==> config.mk <==
export PLATFORM = sky130hd
export DESIGN_NAME = jkshr_top
export DESIGN_NICKNAME = d
export VERILOG_FILES = /design/src/rtl/jkshr_pkg.sv /design/src/rtl/jkshr_entry.sv /design/src/rtl/jkshr_core.sv /design/src/rtl/jkshr_polarity.sv /design/src/rtl/jkshr_top.sv
export SDC_FILE = /design/constraint.sdc
export NUM_CORES = 1
export LEC_CHECK = 0
export BUFFER_PORTS_ARGS = -buffer_cell sky130_fd_sc_hd__buf_2
export CAP_MARGIN = 20
export CORE_AREA = 2 2 39 41
export DETAILED_ROUTE_END_ITERATION = 10
export DIE_AREA = 0 0 41 43
export GPL_TIMING_DRIVEN = 0
export HOLD_SLACK_MARGIN = 0.03
export SLEW_MARGIN = 0
export SYNTH_ARGS = -nofsm -noshare
export SYNTH_HDL_FRONTEND = slang
export SYNTH_SLANG_ARGS = --single-unit
export TNS_END_PERCENT = 10
==> constraint.sdc <==
create_clock -name clk -period 0.84 [get_ports clk]
set_input_delay 0.084 -clock clk [delete_from_list [all_inputs] [get_ports clk]]
set_output_delay 0.084 -clock clk [all_outputs]
set_load 0.02 [all_outputs]
==> src/rtl/jkshr_pkg.sv <==
package jkshr_pkg;

    localparam int unsigned JKSHR_STAGES = 4;

    // Action selected by {j, kn} for the first stage
    typedef enum logic [1:0] {
        JK_CLEAR  = 2'b00,
        JK_HOLD   = 2'b01,
        JK_TOGGLE = 2'b10,
        JK_SET    = 2'b11
    } jk_act_e;

    typedef enum logic {
        MODE_SHIFT = 1'b0,
        MODE_LOAD  = 1'b1
    } shr_mode_e;

endpackage

==> src/rtl/jkshr_entry.sv <==
module jkshr_entry
    import jkshr_pkg::*;
(
    input  logic j,
    input  logic kn,
    input  logic cur,
    output logic nxt
);
    jk_act_e act;

    always_comb begin
        act = jk_act_e'({j, kn});
        unique case (act)
            JK_CLEAR:  nxt = 1'b0;
            JK_HOLD:   nxt = cur;
            JK_TOGGLE: nxt = ~cur;
            JK_SET:    nxt = 1'b1;
            default:   nxt = cur;
        endcase
    end
endmodule

==> src/rtl/jkshr_core.sv <==
module jkshr_core
    import jkshr_pkg::*;
#(
    parameter int unsigned W = JKSHR_STAGES
) (
    input  logic         clk,
    input  logic         rst,
    input  logic         load_en,
    input  logic [W-1:0] par_d,
    input  logic         head_d,
    output logic [W-1:0] stg_q
);
    typedef struct packed {
        logic [W-1:0] stg;
    } core_t;

    core_t cs_d, cs_q;
    shr_mode_e mode;

    always_comb begin
        mode = shr_mode_e'(load_en);
        cs_d = cs_q;
        if (mode == MODE_LOAD) begin
            cs_d.stg = par_d;
        end else begin
            cs_d.stg = {cs_q.stg[W-2:0], head_d};
        end
    end

    always_ff @(posedge clk or posedge rst) begin
        if (rst) begin
            cs_q <= '0;
        end else begin
            cs_q <= cs_d;
        end
    end

    assign stg_q = cs_q.stg;
endmodule

==> src/rtl/jkshr_polarity.sv <==
module jkshr_polarity #(
    parameter int unsigned W = 4
) (
    input  logic [W-1:0] stg,
    input  logic         true_sel,
    output logic [W-1:0] q
);
    for (genvar i = 0; i < W; i++) begin : g_bit
        assign q[i] = true_sel ? stg[i] : ~stg[i];
    end
endmodule

==> src/rtl/jkshr_top.sv <==
module jkshr_top
    import jkshr_pkg::*;
#(
    parameter int unsigned W = JKSHR_STAGES
) (
    input  logic         clk,
    input  logic         rst,
    input  logic         load_en,
    input  logic         j_in,
    input  logic         kn_in,
    input  logic [W-1:0] par_d,
    input  logic         true_sel,
    output logic [W-1:0] q_out
);
    logic [W-1:0] stg_q;
    logic         head_d;

    jkshr_entry u_entry (
        .j   (j_in),
        .kn  (kn_in),
        .cur (stg_q[0]),
        .nxt (head_d)
    );

    jkshr_core #(.W(W)) u_core (
        .clk     (clk),
        .rst     (rst),
        .load_en (load_en),
        .par_d   (par_d),
        .head_d  (head_d),
        .stg_q   (stg_q)
    );

    jkshr_polarity #(.W(W)) u_pol (
        .stg      (stg_q),
        .true_sel (true_sel),
        .q        (q_out)
    );
endmodule

==> impl_metrics.env <==
export IMPL_run_status="finished with violations"
export IMPL_violations="negative setup slack"
export IMPL_place_ws_ns=0.00695
export IMPL_ys_types=8
export IMPL_start_util_pct=14.2
export IMPL_drt_first_pass_iters=1
export IMPL_cap_violations=0
export IMPL_hold_viol_final=0
export IMPL_ff2ff_path_depth=2
export IMPL_clkSlewWorstSetupHoldPaths_ns=0.04
export IMPL_vias=161
export IMPL_crit_required_ns=0.76
export IMPL_htreeDepth=1
export IMPL_netlist_instances=16
export IMPL_irDropWorstVdd_mv=0.588
export IMPL_gpl_final_weighted_congestion=0.598
export IMPL_grt_pass1_wl_um=676
export IMPL_wl_per_cell_um=9.02
export IMPL_cp_start_kind="flip-flop"
export IMPL_grt_remaining_overflow=0
export IMPL_cts_made_buffers=3
export IMPL_totalWireLength_um=442
export IMPL_antenna_left=0
export IMPL_powerDensity_nw_per_um2=1920
export IMPL_synth_seq_cells=4
export IMPL_layout_min_cycle_time_ns=1.00
export IMPL_crit_type="flip-flop to primary output"
export IMPL_setup_violations=6
export IMPL_fin_skew_ns=0.00423
export IMPL_largest_reg_flops=4
export IMPL_cts_root_buf="clkbuf_4"
export IMPL_p_leak_uw=0.000165
export IMPL_fmax_mhz=997
export IMPL_hold_path_depth=3
export IMPL_dieWidth_um=41
export IMPL_fin_area_um2=334
export IMPL_final_layout_size_suffix_gt1_share_pct=63.6
export IMPL_crit_fanout=2
export IMPL_synthTopCellsByArea="dfrtp_1 (51%), xnor2_1 (18%), mux2_2 (17%)"
export IMPL_fin_crit_sh_pct=119
export IMPL_drcViolationCount=0
export IMPL_antennaDiodeCount=0
export IMPL_synth_edf_count=0
export IMPL_finish_net_count=45
export IMPL_avgSynthCellArea_um2=12.3
export IMPL_row_count=14
export IMPL_cts_tree="done"
export IMPL_numPortBuffers=12
export IMPL_cts_num_sinks=4
export IMPL_chipHeight_um=43
export IMPL_synth_top_cell_by_area="dfrtp_1"
export IMPL_synth_top_area_share_pct=51.0
export IMPL_grt_pass1_vias=171
export IMPL_core_um2=1380
export IMPL_placed_area_um2=284
export IMPL_netlist_top_cells_count="dfrtp_1 (4), xnor2_1 (4), mux2_2 (3)"
export IMPL_via_per_inst=3.29
export IMPL_timing_final_ws_setup_ns=-0.163
export IMPL_clock_path_buffers=2
export IMPL_grt_max_degree=6
export IMPL_syn_to_final_growth_pct=70.1
export IMPL_die_area_um2=1760
export IMPL_drv_slew=0
export IMPL_grt_usage_pct=6.65
export IMPL_rsz0062_at_grt="yes"
export IMPL_tightest_slew_ns=0.123
export IMPL_cp_data_arrival_time_ns=0.92
export IMPL_antenna_found_initial=0
export IMPL_synth_async_reset_ratio_pct=100
export IMPL_synthesis_nets=26
export IMPL_fin_cells=49
export IMPL_synth_seq_area_share_pct=51.0
export IMPL_min_path_type="input port to flip-flop"
export IMPL_drtIter0Drc=0
export IMPL_num_io_pins=14
export IMPL_ys_warn_count=0
export IMPL_worst_setup_path_end_kind="primary output"
export IMPL_fin_hold_ws_ns=0.0834
export IMPL_worst_skew_pair_late_latency_ns=0.23
export IMPL_relSlewSlack_pct=91.6
export IMPL_syn_cell_area_um2=196
export IMPL_placed_cells=44
export IMPL_ys_flop_type="dfrtp_1"
routing by layer:
metal | vias to the layer above | share of wire (%) | GRT usage (%)
met3 | 0 | 17 | 3.14
met1 | 61 | 50 | 8.79
met2 | 14 | 33 | 6.56
li1 | 86 | - | -
met5 | - | 0 | 0
met4 | 0 | 0 | 8.00
stage by stage:
step | total power, uW | util [%] | TNS (ns)
floorplan | 326 | - | -0.00582
detailed placement | 381 | 20.5 | 0
global placement | 379 | 20.5 | 0
CTS | 649 | 23.8 | -0.744
global route | 682 | 24.1 | -0.992
finish | 641 | 24.1 | -0.669
path summary, 6_finish.rpt:
kind	from	end	slack, ns
max reg2reg	u_core.stg_q[0]	u_core.stg_q[1]	-0.07
min	par_d[0]	u_core.stg_q[0]	0.08
min reg2reg	u_core.stg_q[2]	u_core.stg_q[3]	0.53
max in group asynchronous	rst	u_core.stg_q[1]	0.41
min in group asynchronous	rst	u_core.stg_q[0]	0.27
max	u_core.stg_q[0]	q_out[0]	-0.16
where the power goes:
part | switching [uW] | total (uW) | internal, uW | leakage, uW
combinational | 81.3 | 179 | 97.4 | 0.000104
sequential | 12.4 | 225 | 213 | 0.0000472
clock | 77.0 | 237 | 160 | 0.0000138
cell usage in the layout, fill, tap and decap left out:
master         instances
nand2_1                1
clkbuf_4               3
mux2_2                 3
xnor2_2                1
dfrtp_1                4
o21ai_1                1
buf_2                  8
xnor2_1                3
dlygate4sd3_1          1
clkbuf_2               1
buf_4                  5
mux2i_1                1
inv_1                  1
critical path: stages, from the launching register on:
cell and delay, ns:
dfrtp_1 0.39, xnor2_2 0.14, buf_4 0.16
layout make-up:
class	instances	area (um^2)
inverters	1	3.75
fillers	150	1050
plain buffers	1	5.00
flip-flops and latches	4	100
multi-input cells	10	95.1
repair buffers	14	87.6
well taps	16	20.0
clock buffers	3	22.5
cell families after synthesis:
group / synth area share, %
AO/OA/AOI/OAI: 2.55
XOR/XNOR: 17.8
multiplexers: 22.3
flip-flops: 51.0
buffers and inverters: 4.45
AND/OR/NAND/NOR: 1.91
repair_timing:
| action | in CTS | in global routing |
|---|---|---|
| buffers inserted | 1 | 0 |
| setup endpoints to repair | 4 | 6 |
| cloned | 0 | 0 |
| pin swaps | 2 | 0 |
| endpoints found under the hold margin | 4 | 0 |
| hold buffers | 1 | 0 |
| gates resized for setup | 2 | 2 |
No activity file was read; power rests on OpenSTA's default activity.
